===== src/rtl/vc_pkg.sv =====
// Package: shared definitions for the victim buffer.
// Assumes: nothing beyond IEEE 1800-2017.
package vc_pkg;

    // What the buffer does with the request of one cycle
    typedef enum logic [1:0] {
        VC_IDLE   = 2'd0,   // nothing to store
        VC_SWAP   = 2'd1,   // probe hit: displaced line replaces hit slot
        VC_FILL   = 2'd2    // displaced line goes to free or LRU slot
    } vc_act_e;

    // Index width that stays legal for a single entry
    function automatic int unsigned idx_width(input int unsigned n);
        return (n > 1) ? $clog2(n) : 1;
    endfunction

endpackage


===== src/rtl/vc_match.sv =====
// Module: parallel address compare across all buffer entries.
// Assumes: at most one valid entry holds a given block address,
// which the primary cache guarantees by keeping lines exclusive.
module vc_match #(
    parameter int unsigned ENTRIES = 4,
    parameter int unsigned ADDR_W  = 12,
    localparam int unsigned IDX_W  = vc_pkg::idx_width(ENTRIES)
) (
    input  logic [ENTRIES-1:0]             ent_valid,
    input  logic [ENTRIES-1:0][ADDR_W-1:0] ent_addr,
    input  logic [ADDR_W-1:0]              key,
    output logic                           hit,
    output logic [IDX_W-1:0]               hit_idx
);

    logic [ENTRIES-1:0] match_vec;

    // One comparator per entry
    for (genvar g = 0; g < ENTRIES; g++) begin : g_cmp
        assign match_vec[g] = ent_valid[g] && (ent_addr[g] == key);
    end

    // Reduce the match vector to a hit flag and an encoded slot
    always_comb begin
        hit     = |match_vec;
        hit_idx = '0;
        for (int i = 0; i < ENTRIES; i++) begin
            if (match_vec[i]) hit_idx = IDX_W'(i);
        end
    end

endmodule


===== src/rtl/vc_lru.sv =====
// Module: true-LRU tracking by per-slot age counters and victim choice.
// Assumes: ages form a permutation of 0..ENTRIES-1 at all times; age 0
// is most recent. Free slots are always preferred over the oldest one.
module vc_lru #(
    parameter int unsigned ENTRIES = 4,
    localparam int unsigned IDX_W  = vc_pkg::idx_width(ENTRIES)
) (
    input  logic               clk,
    input  logic               rst_n,
    input  logic               touch,
    input  logic [IDX_W-1:0]   touch_idx,
    input  logic [ENTRIES-1:0] ent_valid,
    output logic [IDX_W-1:0]   victim_idx
);

    logic [ENTRIES-1:0][IDX_W-1:0] age_q;
    logic [IDX_W-1:0]              touched_age;
    logic                          have_free;
    logic [IDX_W-1:0]              free_idx;
    logic [IDX_W-1:0]              oldest_idx;

    // Age of the slot being refreshed
    always_comb begin
        touched_age = age_q[touch_idx];
    end

    // Refresh ages: touched slot becomes youngest, younger ones grow older
    always_ff @(posedge clk) begin
        if (!rst_n) begin
            for (int i = 0; i < ENTRIES; i++) age_q[i] <= IDX_W'(i);
        end else if (touch) begin
            for (int i = 0; i < ENTRIES; i++) begin
                if (IDX_W'(i) == touch_idx)
                    age_q[i] <= '0;
                else if (age_q[i] < touched_age)
                    age_q[i] <= age_q[i] + 1'b1;
            end
        end
    end

    // Pick the lowest free slot, else the slot with the greatest age
    always_comb begin
        have_free  = 1'b0;
        free_idx   = '0;
        oldest_idx = '0;
        for (int i = ENTRIES - 1; i >= 0; i--) begin
            if (!ent_valid[i]) begin
                have_free = 1'b1;
                free_idx  = IDX_W'(i);
            end
            if (age_q[i] == IDX_W'(ENTRIES - 1)) oldest_idx = IDX_W'(i);
        end
        victim_idx = have_free ? free_idx : oldest_idx;
    end

endmodule


===== src/rtl/vc_store.sv =====
// Module: entry storage (valid, block address, dirty, data) with one
// write port. Assumes one slot is written per cycle at most.
module vc_store #(
    parameter int unsigned ENTRIES = 4,
    parameter int unsigned ADDR_W  = 12,
    parameter int unsigned DATA_W  = 32,
    localparam int unsigned IDX_W  = vc_pkg::idx_width(ENTRIES)
) (
    input  logic                           clk,
    input  logic                           rst_n,
    input  logic                           we,
    input  logic [IDX_W-1:0]               widx,
    input  logic                           wvalid,
    input  logic [ADDR_W-1:0]              waddr,
    input  logic                           wdirty,
    input  logic [DATA_W-1:0]              wdata,
    output logic [ENTRIES-1:0]             ent_valid,
    output logic [ENTRIES-1:0][ADDR_W-1:0] ent_addr,
    output logic [ENTRIES-1:0]             ent_dirty,
    output logic [ENTRIES-1:0][DATA_W-1:0] ent_data
);

    for (genvar g = 0; g < ENTRIES; g++) begin : g_slot
        // Hold one entry; cleared by reset, loaded when selected
        always_ff @(posedge clk) begin
            if (!rst_n) begin
                ent_valid[g] <= 1'b0;
                ent_addr[g]  <= '0;
                ent_dirty[g] <= 1'b0;
                ent_data[g]  <= '0;
            end else if (we && widx == IDX_W'(g)) begin
                ent_valid[g] <= wvalid;
                ent_addr[g]  <= waddr;
                ent_dirty[g] <= wvalid && wdirty;
                ent_data[g]  <= wdata;
            end
        end
    end

endmodule


===== src/rtl/victim_cache.sv =====
// Module: fully associative victim buffer beside a direct-mapped cache.
// A probe hit swaps the displaced primary line into the hit slot; a
// probe miss requests a fetch and files the displaced line into a free
// or least recently used slot, writing back a dirty evictee.
// Assumes: the primary cache keeps its lines and the buffer's exclusive
// and never probes the address it is displacing.
module victim_cache #(
    parameter int unsigned ENTRIES = 4,
    parameter int unsigned ADDR_W  = 12,
    parameter int unsigned DATA_W  = 32
) (
    input  logic              clk,
    input  logic              rst_n,
    input  logic              probe_valid,
    input  logic [ADDR_W-1:0] probe_addr,
    input  logic              ins_valid,
    input  logic [ADDR_W-1:0] ins_addr,
    input  logic              ins_dirty,
    input  logic [DATA_W-1:0] ins_data,
    output logic              rsp_valid,
    output logic              rsp_hit,
    output logic              rsp_dirty,
    output logic [DATA_W-1:0] rsp_data,
    output logic              fetch_req,
    output logic [ADDR_W-1:0] fetch_addr,
    output logic              wb_valid,
    output logic [ADDR_W-1:0] wb_addr,
    output logic [DATA_W-1:0] wb_data
);
    import vc_pkg::*;

    localparam int unsigned IDX_W = idx_width(ENTRIES);

    logic [ENTRIES-1:0]             ent_valid;
    logic [ENTRIES-1:0][ADDR_W-1:0] ent_addr;
    logic [ENTRIES-1:0]             ent_dirty;
    logic [ENTRIES-1:0][DATA_W-1:0] ent_data;
    logic                           hit;
    logic [IDX_W-1:0]               hit_idx;
    logic [IDX_W-1:0]               victim_idx;
    vc_act_e                        act;
    logic [IDX_W-1:0]               slot;
    logic                           we;
    logic                           evict_dirty;

    vc_store #(.ENTRIES(ENTRIES), .ADDR_W(ADDR_W), .DATA_W(DATA_W)) u_store (
        .clk(clk), .rst_n(rst_n), .we(we), .widx(slot),
        .wvalid(ins_valid), .waddr(ins_addr), .wdirty(ins_dirty),
        .wdata(ins_data), .ent_valid(ent_valid), .ent_addr(ent_addr),
        .ent_dirty(ent_dirty), .ent_data(ent_data)
    );

    vc_match #(.ENTRIES(ENTRIES), .ADDR_W(ADDR_W)) u_match (
        .ent_valid(ent_valid), .ent_addr(ent_addr), .key(probe_addr),
        .hit(hit), .hit_idx(hit_idx)
    );

    vc_lru #(.ENTRIES(ENTRIES)) u_lru (
        .clk(clk), .rst_n(rst_n), .touch(we), .touch_idx(slot),
        .ent_valid(ent_valid), .victim_idx(victim_idx)
    );

    // Decide this cycle's action and the slot it writes
    always_comb begin
        if (probe_valid && hit) begin
            act = VC_SWAP;
            slot = hit_idx;
        end else if (ins_valid) begin
            act = VC_FILL;
            slot = victim_idx;
        end else begin
            act = VC_IDLE;
            slot = victim_idx;
        end
        we          = (act != VC_IDLE);
        evict_dirty = (act == VC_FILL) && ent_valid[victim_idx]
                      && ent_dirty[victim_idx];
    end

    // Register the probe response and the fetch request
    always_ff @(posedge clk) begin
        if (!rst_n) begin
            rsp_valid  <= 1'b0;
            rsp_hit    <= 1'b0;
            rsp_dirty  <= 1'b0;
            rsp_data   <= '0;
            fetch_req  <= 1'b0;
            fetch_addr <= '0;
        end else begin
            rsp_valid  <= probe_valid;
            rsp_hit    <= probe_valid && hit;
            rsp_dirty  <= probe_valid && hit && ent_dirty[hit_idx];
            rsp_data   <= ent_data[hit_idx];
            fetch_req  <= probe_valid && !hit;
            fetch_addr <= probe_addr;
        end
    end

    // Register the write-back of a dirty entry pushed out by a fill
    always_ff @(posedge clk) begin
        if (!rst_n) begin
            wb_valid <= 1'b0;
            wb_addr  <= '0;
            wb_data  <= '0;
        end else begin
            wb_valid <= evict_dirty;
            wb_addr  <= ent_addr[victim_idx];
            wb_data  <= ent_data[victim_idx];
        end
    end

endmodule


===== config.mk =====
export PLATFORM = sky130hd
export DESIGN_NAME = victim_cache
export DESIGN_NICKNAME = d
export VERILOG_FILES = /design/src/rtl/vc_pkg.sv /design/src/rtl/vc_match.sv /design/src/rtl/vc_lru.sv /design/src/rtl/vc_store.sv /design/src/rtl/victim_cache.sv
export SDC_FILE = /design/constraint.sdc
export NUM_CORES = 1
export LEC_CHECK = 0
export CAP_MARGIN = 10
export CORE_ASPECT_RATIO = 0.7
export CORE_MARGIN = 2
export CORE_UTILIZATION = 50
export DETAILED_ROUTE_END_ITERATION = 10
export PLACE_DENSITY_LB_ADDON = 0.1
export REMOVE_ABC_BUFFERS = 1
export SLEW_MARGIN = 20
export SYNTH_ARGS = -nofsm -noshare
export SYNTH_HDL_FRONTEND = slang
export SYNTH_SLANG_ARGS = --single-unit

===== constraint.sdc =====
create_clock -name clk -period 8.05 [get_ports clk]
set_input_delay 1.2075 -clock clk [delete_from_list [all_inputs] [get_ports clk]]
set_output_delay 1.2075 -clock clk [all_outputs]
set_load 0.05 [all_outputs]

==> run_summary.xml <==
<?xml version="1.0" encoding="UTF-8"?>
<metrics>
  <group name="floorplan">
    <metric name="die_footprint" unit="um^2">25700</metric>
    <metric name="initial_utilization" unit="%">51.2</metric>
    <metric name="row_count" unit="">47</metric>
    <metric name="floorplan.core_area" unit="um^2">23800</metric>
    <metric name="die_width" unit="um">191</metric>
    <metric name="die_h" unit="um">135</metric>
    <metric name="io_pins" unit="">154</metric>
  </group>
  <group name="outcome">
    <metric name="run_status" unit="">finished clean</metric>
  </group>
  <group name="logic_synthesis">
    <metric name="synth-seq-cells" unit="">285</metric>
    <metric name="yosys_most_used_dff" unit="">dfxtp_1</metric>
    <metric name="seq_area_frac_synth" unit="%">46.8</metric>
    <metric name="synthDominantCellAreaShare" unit="%">46.8</metric>
    <metric name="synth_area_leaders" unit="">dfxtp_1 47%, nand2_1 12%, mux4_2 8.3%</metric>
    <metric name="syn-cell-area" unit="um^2">12200</metric>
    <metric name="synth_area_leader_cell" unit="">dfxtp_1</metric>
    <metric name="post_synth_edffs" unit="">0</metric>
    <metric name="yosys_warnings" unit="">0</metric>
    <metric name="synth_async_sr_flop_share" unit="%">0</metric>
    <metric name="ys_types" unit="">66</metric>
    <metric name="syn_area_per_cell" unit="um^2">8.85</metric>
    <metric name="netlist_instances" unit="">1379</metric>
  </group>
  <group name="grt">
    <metric name="track_usage" unit="%">26.4</metric>
    <metric name="grt_first_pass_wirelength" unit="mm">54.3</metric>
    <metric name="grt_antenna_before_repair" unit="">0</metric>
    <metric name="grt_overflow_total" unit="">0</metric>
    <metric name="first_global_vias" unit="">9665</metric>
    <metric name="grt_max_degree" unit="">124</metric>
  </group>
  <group name="power">
    <metric name="total_switching_power" unit="uW">818</metric>
    <metric name="power_per_cell_area" unit="nW/um^2">218</metric>
    <metric name="seq_power_share" unit="%">46.6</metric>
    <metric name="max-vdd-ir-drop" unit="mV">0.165</metric>
    <metric name="power.static_leakage" unit="nW">5.21</metric>
    <metric name="switching_share" unit="%">25.5</metric>
    <metric name="combPwrFrac" unit="%">12.3</metric>
    <metric name="power.share.clock" unit="%">41.1</metric>
    <metric name="internal-power" unit="mW">2.39</metric>
  </group>
  <group name="placed_design">
    <metric name="port-buffer-count" unit="">153</metric>
    <metric name="gp_routability_congestion" unit="">0.893</metric>
    <metric name="place.detailed.hpwl" unit="mm">19.9</metric>
  </group>
  <group name="clock_tree">
    <metric name="clkLatencyLatePin" unit="ns">0.54</metric>
    <metric name="clkSlewWorstSetupHoldPaths" unit="ns">0.06</metric>
    <metric name="cts_sinks" unit="">285</metric>
    <metric name="holdBufCountCts" unit="">0</metric>
    <metric name="clock_path_buffers" unit="">3</metric>
    <metric name="post-cts-setup-buffers" unit="">0</metric>
    <metric name="tritoncts" unit="">yes</metric>
    <metric name="cts_buffers" unit="">28</metric>
    <metric name="postCtsResizedCells" unit="">0</metric>
    <metric name="root_buffer" unit="">clkbuf_16</metric>
    <metric name="max_h_tree_level" unit="">1</metric>
  </group>
  <group name="final_layout">
    <metric name="nNetsFinal" unit="">1523</metric>
    <metric name="antenna-diode-count" unit="">0</metric>
    <metric name="area_delta_synth_final" unit="%">20.7</metric>
    <metric name="ratio_of_cells_with_drive_above_1_in_the_final_layout" unit="%">8.48</metric>
    <metric name="finish.utilization" unit="%">61.8</metric>
    <metric name="fillers" unit="">2040</metric>
  </group>
  <group name="route">
    <metric name="drcViolationCount" unit="">0</metric>
    <metric name="aggregate_routed_wire_length" unit="mm">34.3</metric>
    <metric name="viasPerCell" unit="">5.85</metric>
    <metric name="dr_total_vias" unit="">10487</metric>
    <metric name="final_antenna_net_count" unit="">0</metric>
    <metric name="final_routed_wire_length_divided_by_cell_count" unit="um">19.1</metric>
    <metric name="initialDrtViolationCount" unit="">1048</metric>
    <metric name="dr.pass1.iters" unit="">5</metric>
  </group>
  <group name="timing">
    <metric name="timing.final.max_slew_violations" unit="">0</metric>
    <metric name="total_negative_slack" unit="ns">0</metric>
    <metric name="worstMarginPinSlew" unit="ns">1.15</metric>
    <metric name="finalHoldViolCount" unit="">0</metric>
    <metric name="worst_slew_margin_rel" unit="%">23.0</metric>
    <metric name="final_min_period_over_clock_period" unit="%">61.4</metric>
    <metric name="min_period" unit="ns">4.94</metric>
    <metric name="max_clock_freq" unit="MHz">202</metric>
    <metric name="timing.final.setup_violations" unit="">0</metric>
    <metric name="fin_worst_skew" unit="ns">0.0129</metric>
    <metric name="rsz0062_at_grt" unit="">false</metric>
  </group>
  <group name="setup_path">
    <metric name="regToRegStartpoint" unit="">u_store.ent_addr[31]</metric>
    <metric name="critPathMaxFanout" unit="">76</metric>
    <metric name="timing.critical_path.required" unit="ns">8.51</metric>
    <metric name="crit_path_capture_type" unit="">register</metric>
    <metric name="worst_r2r_endpoint" unit="">u_store.ent_data[31]</metric>
    <metric name="timing.critical_path.arrival" unit="ns">5.40</metric>
    <metric name="ff2ff_path_depth" unit="">12</metric>
    <metric name="path_class" unit="">in2reg</metric>
    <metric name="crit_path_start_kind" unit="">primary input</metric>
    <metric name="reg2reg_setup_slack" unit="ns">4.03</metric>
  </group>
  <group name="job">
    <metric name="max_cap_viol_count" unit="">0</metric>
  </group>
  <group name="hold_path">
    <metric name="hold_path_end" unit="">u_store.ent_data[104]</metric>
    <metric name="worst_hold_startpoint" unit="">u_store.ent_data[104]</metric>
    <metric name="hold_path_class" unit="">reg2reg</metric>
    <metric name="worstHoldPathCells" unit="">2</metric>
  </group>
</metrics>
[worst max-delay path, cell delays in order]
cell             delay [ns]
clkdlybuf4s50_1        0.53
xnor2_1                0.26
nand4_1                0.18
nor4_4                 0.27
buf_4                  0.70
nor4_1                 0.10
buf_4                  0.18
nor2_1                 0.28
nor2_2                 0.19
nor3_4                 0.64
buf_4                  0.56
nand2_1                0.12
a21oi_1                0.14
[worst max-delay path by stage]
| stage | from | to | slack (ns) | cells past startpoint |
|---|---|---|---|---|
| 3_3_place_gp | probe_addr[7] | u_store.ent_data[49] | 2.54 | 13 |
| 2_1_floorplan | u_lru.age_q[0] | wb_valid | 0.24 | 6 |
| 4_1_cts | probe_addr[7] | u_store.ent_data[52] | 2.95 | 13 |
| 5_1_grt | probe_addr[7] | u_store.ent_data[16] | 2.87 | 13 |
| 6_report | probe_addr[7] | u_store.ent_data[31] | 3.11 | 13 |
| 3_5_place_dp | probe_addr[7] | u_store.ent_data[52] | 2.41 | 13 |
[placed cells by master (no fill, tap or decap), types with 29 or more instances in the layout]
cell             Yosys  routed
o22ai_1             32      32
o211a_1             32      32
mux4_2              45      45
dfxtp_1            285     285
a21oi_1            185     185
nand2_1            402     398
and2_1              59      57
o211ai_1            35      35
clkbuf_16            0      29
xnor2_1             46      46
clkdlybuf4s50_1      0     152
[flip-flops by register name, summed over array words and instances (netlist names)]
signal and cells:
fetch_addr 12, fetch_req 1, rsp_data 32, rsp_dirty 1, rsp_hit 1, rsp_valid 1, u_lru.age_q 8, u_store.ent_addr 48
u_store.ent_data 128, u_store.ent_dirty 4, u_store.ent_valid 4, wb_addr 12, wb_data 32, wb_valid 1
[through the flow]
step / worst slack (ns) / std cells / hold slack (ns) / area, um^2 / total power [mW]
6_report: 3.11 / 1792 / 0.469 / 14700 / 3.21
5_1_grt: 2.87 / 1792 / 0.488 / 14700 / 3.32
4_1_cts: 2.95 / 1791 / 0.469 / 14700 / 3.23
3_5_place_dp: 2.41 / 1745 / 0.460 / 13800 / 1.92
3_3_place_gp: 2.54 / 1745 / 0.456 / 13800 / 1.91
2_1_floorplan: 0.239 / 1264 / 0.446 / 11700 / 1.76
[kinds of logic (layout without fill, tap and decap cells)]
group	Yosys count	after routing	share of synthesized area, %
XOR/XNOR	48	48	3.57
AO/OA/AOI/OAI	331	331	17.0
buffers and inverters	123	218	4.25
multiplexers	46	46	8.39
AND/OR/NAND/NOR	542	542	19.6
flip-flops	285	285	46.8
adder cells (fa/ha/maj)	4	4	0.410
[final cells by class]
cell class	instances	area [um^2]	area share (%)
Inverter	8	35.0	0.238
Clock buffer	41	841	5.71
Tap cell	318	398	2.70
Timing Repair Buffer	164	1620	11.0
Multi-Input combinational cell	971	6040	41.0
Clock inverter	5	78.8	0.536
Sequential cell	285	5710	38.8
[power groups by stage]
stage	combinational [mW]	clock, mW	sequential, mW
2_1_floorplan	0.178	0	1.58
3_3_place_gp	0.389	0	1.52
3_5_place_dp	0.392	0	1.53
4_1_cts	0.394	1.34	1.49
5_1_grt	0.424	1.40	1.50
6_report	0.397	1.32	1.50
[per-layer routing]
layer / up-vias / part of all wire [%] / global-route usage (%)
li1: 4919 / - / -
met1: 4960 / 46 / 40.4
met2: 558 / 43 / 39.7
met3: 50 / 9.4 / 4.00
met4: 0 / 1.6 / 5.34
met5: - / 0 / 0
[synthesized netlist by cell type (all sizes together) (2+ instances only)]
master  number
and4         2
clkbuf      76
nor4b        2
and2        59
nand2b       4
o21ai       11
a21oi      185
a32oi        4
nor2        24
a21boi       2
o211ai      35
xnor2       48
nand3       10
mux4        45
nor3         6
inv          8
o22ai       32
nor4         7
o211a       32
nand2      402
ha           4
or2          3
o21a         2
a221oi       2
a21o         2
o31ai        3
nand4       14
a22oi        4
or3          2
o2111a       2
buf         39
dfxtp      285
(Power assumes the default switching activity.)
